<file path="src/rtl/rf_pkg.sv">
package rf_pkg;

    typedef enum logic [2:0] {
        CLS_RD_REQ = 3'd0,
        CLS_WR_REQ = 3'd1,
        CLS_RD_RSP = 3'd2,
        CLS_WR_RSP = 3'd3
    } rf_class_e;

    typedef enum logic {
        ORD_XY = 1'b0,
        ORD_YX = 1'b1
    } rf_order_e;

    // Network port that sets dimension dim to digit tgt; own digit is skipped.
    function automatic int unsigned rf_net_port(
        input int unsigned conc,
        input int unsigned radix_k,
        input int unsigned dim,
        input int unsigned tgt,
        input int unsigned own
    );
        return conc + dim * (radix_k - 1) + ((tgt > own) ? tgt - 1 : tgt);
    endfunction

endpackage

</file>
<file path="src/rtl/rf_class_map.sv">
module rf_class_map
    import rf_pkg::*;
#(
    parameter int NUM_VCS = 16,
    parameter int RDQ_FIRST = 0,  parameter int RDQ_LAST = 3,
    parameter int WRQ_FIRST = 4,  parameter int WRQ_LAST = 7,
    parameter int RDP_FIRST = 8,  parameter int RDP_LAST = 11,
    parameter int WRP_FIRST = 13, parameter int WRP_LAST = 13,
    localparam int VC_W = $clog2(NUM_VCS)
) (
    input  logic [2:0]      cls,
    output logic [VC_W-1:0] vc_begin,
    output logic [VC_W-1:0] vc_end
);

    always_comb begin
        case (cls)
            CLS_RD_REQ: begin vc_begin = VC_W'(RDQ_FIRST); vc_end = VC_W'(RDQ_LAST); end
            CLS_WR_REQ: begin vc_begin = VC_W'(WRQ_FIRST); vc_end = VC_W'(WRQ_LAST); end
            CLS_RD_RSP: begin vc_begin = VC_W'(RDP_FIRST); vc_end = VC_W'(RDP_LAST); end
            CLS_WR_RSP: begin vc_begin = VC_W'(WRP_FIRST); vc_end = VC_W'(WRP_LAST); end
            default:    begin vc_begin = '0;               vc_end = VC_W'(NUM_VCS - 1); end
        endcase
    end

endmodule

</file>
<file path="src/rtl/rf_dim_select.sv">
module rf_dim_select
    import rf_pkg::*;
#(
    parameter int C = 4,
    parameter int K = 4,
    parameter int N = 2,
    localparam int ROUTERS = K ** N,
    localparam int RID_W   = $clog2(ROUTERS),
    localparam int RADIX   = C + N * (K - 1),
    localparam int PORT_W  = $clog2(RADIX),
    localparam int DIG_W   = $clog2(K),
    localparam int DIM_W   = (N > 1) ? $clog2(N) : 1
) (
    input  logic [RID_W-1:0]  self_id,
    input  logic [RID_W-1:0]  dest_rtr,
    output logic [PORT_W-1:0] port_xy,
    output logic [PORT_W-1:0] port_yx
);

    logic [DIG_W-1:0] own_dig [N];
    logic [DIG_W-1:0] dst_dig [N];
    logic [N-1:0]     differ;

    for (genvar g = 0; g < N; g++) begin : g_digit
        assign own_dig[g] = DIG_W'((32'(self_id)  / (K ** g)) % K);
        assign dst_dig[g] = DIG_W'((32'(dest_rtr) / (K ** g)) % K);
        assign differ[g]  = (own_dig[g] != dst_dig[g]);
    end

    logic [DIM_W-1:0] low_dim, high_dim;

    always_comb begin
        low_dim  = '0;
        high_dim = '0;
        for (int i = N - 1; i >= 0; i--) begin
            if (differ[i]) low_dim = DIM_W'(i);
        end
        for (int i = 0; i < N; i++) begin
            if (differ[i]) high_dim = DIM_W'(i);
        end
    end

    always_comb begin
        port_xy = PORT_W'(rf_net_port(C, K, 32'(low_dim),
                                      32'(dst_dig[low_dim]), 32'(own_dig[low_dim])));
        port_yx = PORT_W'(rf_net_port(C, K, 32'(high_dim),
                                      32'(dst_dig[high_dim]), 32'(own_dig[high_dim])));
    end

endmodule

</file>
<file path="src/rtl/rf_order_pick.sv">
module rf_order_pick
    import rf_pkg::*;
#(
    parameter int CRED_W = 4,
    parameter int VC_W   = 4
) (
    input  logic              injecting,
    input  logic              adaptive_en,
    input  logic              rand_bit,
    input  logic [CRED_W-1:0] cred_xy,
    input  logic [CRED_W-1:0] cred_yx,
    input  logic [VC_W-1:0]   cur_vc,
    input  logic [VC_W:0]     split_vc,
    output rf_order_e         order
);

    rf_order_e coin;
    assign coin = rand_bit ? ORD_XY : ORD_YX;

    always_comb begin
        if (injecting) begin
            if (!adaptive_en)            order = coin;
            else if (cred_xy > cred_yx)  order = ORD_YX;
            else if (cred_xy < cred_yx)  order = ORD_XY;
            else                         order = coin;
        end else begin
            order = ({1'b0, cur_vc} < split_vc) ? ORD_XY : ORD_YX;
        end
    end

endmodule

</file>
<file path="src/rtl/rf_route_unit.sv">
module rf_route_unit
    import rf_pkg::*;
#(
    parameter int C       = 4,
    parameter int K       = 4,
    parameter int N       = 2,
    parameter int NUM_VCS = 16,
    parameter int CRED_W  = 4,
    parameter int RDQ_FIRST = 0,  parameter int RDQ_LAST = 3,
    parameter int WRQ_FIRST = 4,  parameter int WRQ_LAST = 7,
    parameter int RDP_FIRST = 8,  parameter int RDP_LAST = 11,
    parameter int WRP_FIRST = 13, parameter int WRP_LAST = 13,
    localparam int ROUTERS = K ** N,
    localparam int NODES   = ROUTERS * C,
    localparam int RID_W   = $clog2(ROUTERS),
    localparam int NODE_W  = $clog2(NODES),
    localparam int RADIX   = C + N * (K - 1),
    localparam int PORT_W  = $clog2(RADIX),
    localparam int VC_W    = $clog2(NUM_VCS)
) (
    input  logic [RID_W-1:0]        self_id,
    input  logic [NODE_W-1:0]       dest_node,
    input  logic [2:0]              flit_class,
    input  logic [VC_W-1:0]         cur_vc,
    input  logic [PORT_W-1:0]       in_port,
    input  logic                    adaptive_en,
    input  logic                    rand_bit,
    input  logic [RADIX*CRED_W-1:0] port_used_credit,
    output logic [PORT_W-1:0]       out_port,
    output logic [VC_W-1:0]         vc_lo,
    output logic [VC_W-1:0]         vc_hi,
    output logic                    order_yx,
    output logic                    route_err
);

    typedef struct packed {
        logic [PORT_W-1:0] port;
        logic [VC_W-1:0]   lo;
        logic [VC_W-1:0]   hi;
        rf_order_e         order;
        logic              err;
    } route_t;

    // destination router and local terminal port
    logic [RID_W-1:0]  dest_rtr;
    logic [PORT_W-1:0] eject_port;
    logic              at_dest, injecting;

    assign dest_rtr   = RID_W'(32'(dest_node) / C);
    assign eject_port = PORT_W'(32'(dest_node) % C);
    assign at_dest    = (dest_rtr == self_id);
    assign injecting  = (32'(in_port) < C);

    // class window
    logic [VC_W-1:0] vc_begin, vc_end;

    rf_class_map #(
        .NUM_VCS(NUM_VCS),
        .RDQ_FIRST(RDQ_FIRST), .RDQ_LAST(RDQ_LAST),
        .WRQ_FIRST(WRQ_FIRST), .WRQ_LAST(WRQ_LAST),
        .RDP_FIRST(RDP_FIRST), .RDP_LAST(RDP_LAST),
        .WRP_FIRST(WRP_FIRST), .WRP_LAST(WRP_LAST)
    ) u_map (
        .cls     (flit_class),
        .vc_begin(vc_begin),
        .vc_end  (vc_end)
    );

    logic [VC_W:0] win_size, half, split_vc;
    logic          narrow;

    assign win_size = {1'b0, vc_end} - {1'b0, vc_begin} + (VC_W+1)'(1);
    assign half     = win_size >> 1;
    assign split_vc = {1'b0, vc_begin} + half;
    assign narrow   = (win_size < (VC_W+1)'(2));

    // candidate network ports
    logic [PORT_W-1:0] port_xy, port_yx;

    rf_dim_select #(.C(C), .K(K), .N(N)) u_dims (
        .self_id (self_id),
        .dest_rtr(dest_rtr),
        .port_xy (port_xy),
        .port_yx (port_yx)
    );

    // credit lookup for both candidates
    logic [CRED_W-1:0] cred_xy, cred_yx;

    always_comb begin
        cred_xy = '0;
        cred_yx = '0;
        for (int p = 0; p < RADIX; p++) begin
            if (PORT_W'(p) == port_xy) cred_xy = port_used_credit[p*CRED_W +: CRED_W];
            if (PORT_W'(p) == port_yx) cred_yx = port_used_credit[p*CRED_W +: CRED_W];
        end
    end

    rf_order_e order;

    rf_order_pick #(.CRED_W(CRED_W), .VC_W(VC_W)) u_pick (
        .injecting  (injecting),
        .adaptive_en(adaptive_en),
        .rand_bit   (rand_bit),
        .cred_xy    (cred_xy),
        .cred_yx    (cred_yx),
        .cur_vc     (cur_vc),
        .split_vc   (split_vc),
        .order      (order)
    );

    // result assembly
    route_t res;

    always_comb begin
        if (at_dest) begin
            res.port  = eject_port;
            res.lo    = vc_begin;
            res.hi    = vc_end;
            res.order = ORD_XY;
            res.err   = 1'b0;
        end else if (order == ORD_XY) begin
            res.port  = port_xy;
            res.lo    = vc_begin;
            res.hi    = vc_end - half[VC_W-1:0];
            res.order = ORD_XY;
            res.err   = narrow;
        end else begin
            res.port  = port_yx;
            res.lo    = split_vc[VC_W-1:0];
            res.hi    = vc_end;
            res.order = ORD_YX;
            res.err   = narrow;
        end
        if (32'(res.port) >= RADIX) res.err = 1'b1;
    end

    assign out_port  = res.port;
    assign vc_lo     = res.lo;
    assign vc_hi     = res.hi;
    assign order_yx  = (res.order == ORD_YX);
    assign route_err = res.err;

endmodule

</file>
<file path="config.mk">
export PLATFORM = sky130hd
export DESIGN_NAME = rf_route_unit
export DESIGN_NICKNAME = d
export VERILOG_FILES = /design/src/rtl/rf_pkg.sv /design/src/rtl/rf_class_map.sv /design/src/rtl/rf_dim_select.sv /design/src/rtl/rf_order_pick.sv /design/src/rtl/rf_route_unit.sv
export SDC_FILE = /design/constraint.sdc
export NUM_CORES = 1
export LEC_CHECK = 0
export BUFFER_PORTS_ARGS = -buffer_cell sky130_fd_sc_hd__buf_2
export CAP_MARGIN = 20
export CORE_AREA = 8 8 90 92
export DETAILED_ROUTE_END_ITERATION = 8
export DIE_AREA = 0 0 98 100
export PLACE_DENSITY = 0.61
export SYNTH_ARGS = -nofsm -noshare
export SYNTH_HDL_FRONTEND = slang
export SYNTH_HIERARCHICAL = 1
export SYNTH_SLANG_ARGS = --single-unit
export TNS_END_PERCENT = 20
</file>
<file path="constraint.sdc">
create_clock -name vclk -period 12.84
set_input_delay 1.284 -clock vclk [all_inputs]
set_output_delay 1.284 -clock vclk [all_outputs]
set_load 0.005 [all_outputs]
</file>
==> results of run 1 <==
==> worst min path at each step <==
stage | endpoint | from
3_3_place_gp | out_port[1] | dest_node[1]
2_1_floorplan | out_port[0] | dest_node[0]
4_1_cts | out_port[1] | dest_node[1]
6_report | out_port[1] | dest_node[1]
5_1_grt | out_port[1] | dest_node[1]
3_5_place_dp | out_port[1] | dest_node[1]
==> area by class of cell <==
class	instances	share of cell area
multi-input cells	264	0.779
repair buffers	76	0.144
inverters	28	0.0394
well taps	80	0.0375
==> cell usage after synthesis, types with 3 or more instances <==
cell type | number | area (um2)
a21oi_1 | 20 | 100
a22oi_2 | 3 | 37.5
buf_2 | 3 | 15.0
buf_4 | 3 | 22.5
clkbuf_1 | 3 | 11.3
fa_1 | 5 | 100
ha_1 | 31 | 388
inv_1 | 27 | 101
mux2_1 | 5 | 56.3
mux2i_1 | 29 | 290
nand2_1 | 23 | 86.3
nand2b_1 | 7 | 43.8
nand3_1 | 5 | 25.0
nand3b_1 | 4 | 30.0
nor2_1 | 24 | 90.1
nor2b_1 | 8 | 50.1
nor3b_1 | 4 | 30.0
o211ai_1 | 4 | 30.0
o21ai_0 | 21 | 105
o21ai_1 | 6 | 30.0
o221ai_1 | 6 | 52.6
o22ai_1 | 4 | 25.0
or2_1 | 3 | 18.8
xnor2_1 | 6 | 52.6
xor2_1 | 10 | 87.6
==> power by group <==
| part | internal (mW) | switching [mW] | leakage [nW] | total (mW) |
|---|---|---|---|---|
| Clock | 0 | 0 | 0 | 0 |
| Sequential | 0 | 0 | 0 | 0 |
| Combinational | 0.204 | 0.241 | 1.33 | 0.445 |
==> metrics by stage <==
stage	std cells	power (mW)
after floorplan	303	0.344
after global placement	448	0.445
after detailed placement	448	0.448
after CTS	448	0.451
after global routing	448	0.504
final	448	0.445
==> cells in the final DEF (no fill, tap or decap), types with 2 or more instances in the layout <==
| cell | netlist | routed |
|---|---|---|
| o22ai_1 | 4 | 4 |
| nor3b_1 | 4 | 4 |
| conb_1 | 2 | 2 |
| nor2b_1 | 8 | 8 |
| nand3b_1 | 4 | 4 |
| fa_1 | 5 | 5 |
| nand2b_1 | 7 | 7 |
| o21bai_1 | 2 | 2 |
| mux2_1 | 5 | 5 |
| a22oi_2 | 3 | 3 |
| or2_1 | 3 | 3 |
| and3_1 | 2 | 2 |
| or2b_1 | 2 | 2 |
| and3b_1 | 2 | 2 |
| mux2i_1 | 29 | 29 |
| a21o_1 | 2 | 2 |
| nand3_1 | 5 | 5 |
| o211ai_1 | 4 | 4 |
| buf_2 | 3 | 75 |
| nand2_1 | 23 | 23 |
| inv_1 | 27 | 27 |
| mux2_2 | 2 | 2 |
| ha_1 | 31 | 31 |
| xnor2_1 | 6 | 5 |
| a21oi_1 | 20 | 20 |
| o221ai_1 | 6 | 6 |
| xnor2_2 | 1 | 2 |
| xor2_1 | 10 | 10 |
| o22a_1 | 2 | 2 |
| o21ai_1 | 6 | 6 |
| nor2_1 | 24 | 24 |
| o21ai_0 | 21 | 21 |
==> worst max-delay path: cells and delay by family <==
family	cells	cell delay, ps
AO/OA/AOI/OAI	9	1970
adder cells (fa/ha/maj)	5	1540
AND/OR/NAND/NOR	4	1030
multiplexers	3	910
buffers and inverters	4	410
XOR/XNOR	1	190
==> routing by layer <==
| metal | vias up | global-route usage | routed length [um] |
|---|---|---|---|
| li1 | 1213 | - | - |
| met2 | 57 | 0.231 | 3040 |
| met3 | 0 | 0.0221 | 340 |
| met4 | 0 | 0 | 0 |
| met1 | 1043 | 0.146 | 2720 |
| met5 | - | 0 | 0 |
==> logic make-up (layout without fill, tap and decap cells) <==
kind of cell	Yosys count	after routing	share of synthesized area
multiplexers	36	36	0.164
XOR/XNOR	17	17	0.0696
other	2	2	0.00334
AO/OA/AOI/OAI	81	81	0.244
buffers and inverters	39	104	0.0785
AND/OR/NAND/NOR	92	92	0.223
adder cells (fa/ha/maj)	36	36	0.217
==> results.toml, run 1 <==
[yosys]
synth_cell_types = 55
ys_warn_count = 6
ys_seq_area_frac = 0
netlist_instances = 303
syn_avg_cell_area_um2 = 7.42
syn-cell-area_um2 = 2250
syn_nets = 402

[timing]
rsz0062_at_grt = "false"
fin_ws_ps = 4230
fin_crit_sh = 0.671
worst_slew_pin_slew_ps = 908
slew_headroom = 0.395
finalCriticalPeriod_ps = 8610
finalHoldViolations = 0
fmax_mhz = 116
slew_viol_final = 0
hold_ws_ps = 2840
tns_ps = 0
setup_violations = 0

[setup_path]
cp-start-kind = "input pin"
worstSetupPathType = "input pin to output port"
crit_path_end_kind = "output port"
worst-path-max-fanout = 7
cp-startpoint = "dest_node[5]"
slowest_delay_ps = 600
crit_arrival_ps = 7330
cp-endpoint = "vc_lo[3]"
crit_required_ps = 11560
path_common_cell = "ha_1"
slowest_stage = "fa_1"

[hold_path]
min_path_type = "input pin to output port"
hold_depth = 4

[routing]
drt_wl_total_um = 6100
dr_total_vias = 2313
routedWlPerCell_um = 13.6
drt_iter0_drc = 58
ant_nets = 0
drc = 0
firstDrtPassIters = 4
viasPerCell = 5.16

[grt]
grt_pass1_vias = 2370
grt_pass1_wl_um = 10400
globalRouteOverflowTotal = 0
antenna_found_initial = 0
grt_usage = 0.122
grt_max_degree = 25

[cells_and_area]
diodes = 0
seq_area_um2 = 0
multi_input_area_um2 = 2080
seq_cells = 0
fin_area_um2 = 2670
area_growth_pct = 18.7
clock_buffers = 0
nets = 469
drive_gt1_frac = 0.253
utilization = 0.401
fillers = 713

[die]
num_rows = 30
start_util = 0.338
boundaryPins = 77
core_area_um2 = 6640
die_w_um = 98
die_y_um = 100
die_area_um2 = 9800

[status]
status = "finished clean"

[pwr]
power.density_nw_per_um2 = 167
leakage_nw = 1.33
vdd_ir_drop_max_uv = 113

[clocking]
post-cts-setup-buffers = 0
cts-resized-gates = 0
postCtsHoldBufs = 0

[place]
placement.cell_area_um2 = 2670
gp_congestion = 0.894
dp_hpwl_um = 5390
port_buffers = 75
dp_slack_ps = 4210

[job]
cap_violations = 0
Note: power is estimated with default switching activity, not from simulation.
==> run 2: changes to the inputs <==
- ABC_AREA: not set -> 1
- CORE_AREA: 8 8 90 92 -> 8 8 92 94
- DIE_AREA: 0 0 98 100 -> 0 0 100 102
- PLACE_DENSITY: 0.61 -> 0.62
- clock period: 12.84 -> 7.7 ns (I/O delays scaled with it)
==> run 2 against run 1 <==
Worst hold slack lost 990 ps. Cell count is 35% higher. Largest cell class unchanged. Die area rose by 4.1%. Highest routed layer is now met4. Synthesized cell count is 44% higher. Routed wire length is 15% higher.
==> results.toml, run 2 <==
[yosys]
ys_warn_count = 6
ys_seq_area_frac = 0
syn_avg_cell_area_um2 = 5.44
synth.area.top_cells = "nand2_1, ha_1, nand3_1"
syn-cell-area_um2 = 2370
netlist_instances = 436
syn_nets = 535
synth_cell_types = 38
synth_top_cell_area_share = 0.223
synth.most_common_cell = "nand2_1"
synth_commonest_cells = "nand2_1, inv_1, nand3_1"
yosysTopAreaCell = "nand2_1"

[routing]
drt_iter0_drc = 96
drc = 0
dr_total_vias = 2865
routedWlPerCell_um = 11.6
viasPerCell = 4.75
drt_wl_total_um = 7010
firstDrtPassIters = 5
ant_nets = 0

[grt]
grt_pass1_vias = 2782
globalRouteOverflowTotal = 0
grt_pass1_wl_um = 11800
grt_usage = 0.135
grt_max_degree = 15
antenna_found_initial = 0

[setup_path]
cp-startpoint = "self_id[2]"
crit_buf_inv = 8
cp-start-kind = "input pin"
slowest_stage = "fa_1"
critPathTopFamily = "simple AND/OR/NAND/NOR gates"
crit_required_ps = 6930
slowest_delay_ps = 560
worst-path-max-fanout = 14
worstSetupPathType = "input pin to output port"
crit_arrival_ps = 6050
path_common_cell = "nand2_1"
crit_path_end_kind = "output port"

[cells_and_area]
drive_gt1_frac = 0.226
seq_area_um2 = 0
area_growth_pct = 18.5
nets = 605
seq_cells = 0
final_cell_mix = "nand2_1, buf_2, inv_1, nand3_1, nor2_1"
final_common_cell = "nand2_1"
clock_buffers = 0
diodes = 0

[die]
die_w_um = 100
die_y_um = 102
num_rows = 31
core_area_um2 = 7060
die_area_um2 = 10200
start_util = 0.336
boundaryPins = 77

[timing]
worst_slew_pin_slew_ps = 677
finalHoldViolations = 0
rsz0062_at_grt = "false"
fin_crit_sh = 0.886
fmax_mhz = 147
slew_headroom = 0.545
slew_viol_final = 0
setup_violations = 0
fin_ws_ps = 879
finalCriticalPeriod_ps = 6820
tns_ps = 0

[status]
status = "finished clean"

[hold_path]
min_to = "out_port[1]"
min_path_type = "input pin to output port"
hold_depth = 4
min_from = "dest_node[1]"

[place]
dp_slack_ps = 848
dp_hpwl_um = 6160
port_buffers = 75
gp_congestion = 0.869

[pwr]
leakage_nw = 1.68
vdd_ir_drop_max_uv = 111
power.density_nw_per_um2 = 247

[clocking]
post-cts-setup-buffers = 0
cts-resized-gates = 0
postCtsHoldBufs = 0

[job]
cap_violations = 0
-- run 2: cell types whose count changed in the layout (fill, tap and decap cells not counted), moves of 10 or more --
cell and change:
inv_1 +40, nand2_1 +118, a21oi_1 -16, o21ai_0 -13, mux2i_1 -28, nor2_1 +10, nand3_1 +47, inv_2 +11
nand4_1 +13
-- run 2: final cells by class --
type,count,area [um2]
tap,99,124
multi-input combinational,349,2010
inverter,80,303
fill,805,4250
timing repair buffer,75,375
-- run 2: tightest hold or removal path, cell delays in order --
cell and delay [ps]:
buf_2 80, nand2_1 60, nand2_1 60, buf_2 100
-- run 2: logic make-up (layout without fill, tap and decap cells) --
logic type,after synthesis,after routing,share of synthesized area
buffers and inverters,87,155,0.154
AOI/OAI and AO/OA,25,25,0.0596
and+or+nand+nor,274,274,0.530
muxes,1,1,0.00422
xor gates and xnor gates,11,11,0.0438
other,2,2,0.00317
adders and majority gates,36,36,0.206
-- run 2: how the worst max path moves through the flow --
stage | endpoint | slack [ps] | cells after the start
final | route_err | 880 | 38
after CTS | route_err | 830 | 39
after detailed placement | route_err | 850 | 39
after floorplan | route_err | 1940 | 40
after global placement | route_err | 940 | 38
after global routing | route_err | 290 | 38
-- run 2: routing by layer --
metal | share of wire | routed length [um] | global-route usage
met1 | 0.45 | 3170 | 0.160
met2 | 0.50 | 3490 | 0.260
met3 | 0.048 | 333 | 0.0163
met5 | 0 | 0 | 0
met4 | 0.0027 | 19 | 0.00814
-- run 2: where the power goes --
part / total [mW] / internal (mW) / switching [mW]
registers: 0 / 0 / 0
clock network: 0 / 0 / 0
logic: 0.694 / 0.260 / 0.433
total: 0.694 / 0.260 / 0.433
-- run 2: metrics by stage --
stage | hold slack (ps) | utilization | instances | total power, mW | cell area [um2]
6_report | 1850 | 0.398 | 603 | 0.694 | 2810
5_1_grt | 1880 | 0.398 | 603 | 0.804 | 2810
4_1_cts | 1840 | 0.398 | 603 | 0.697 | 2810
3_5_place_dp | 1840 | 0.398 | 603 | 0.694 | 2810
3_3_place_gp | 1820 | 0.398 | 603 | 0.684 | 2810
2_1_floorplan | 1650 | - | 436 | 0.515 | 2370
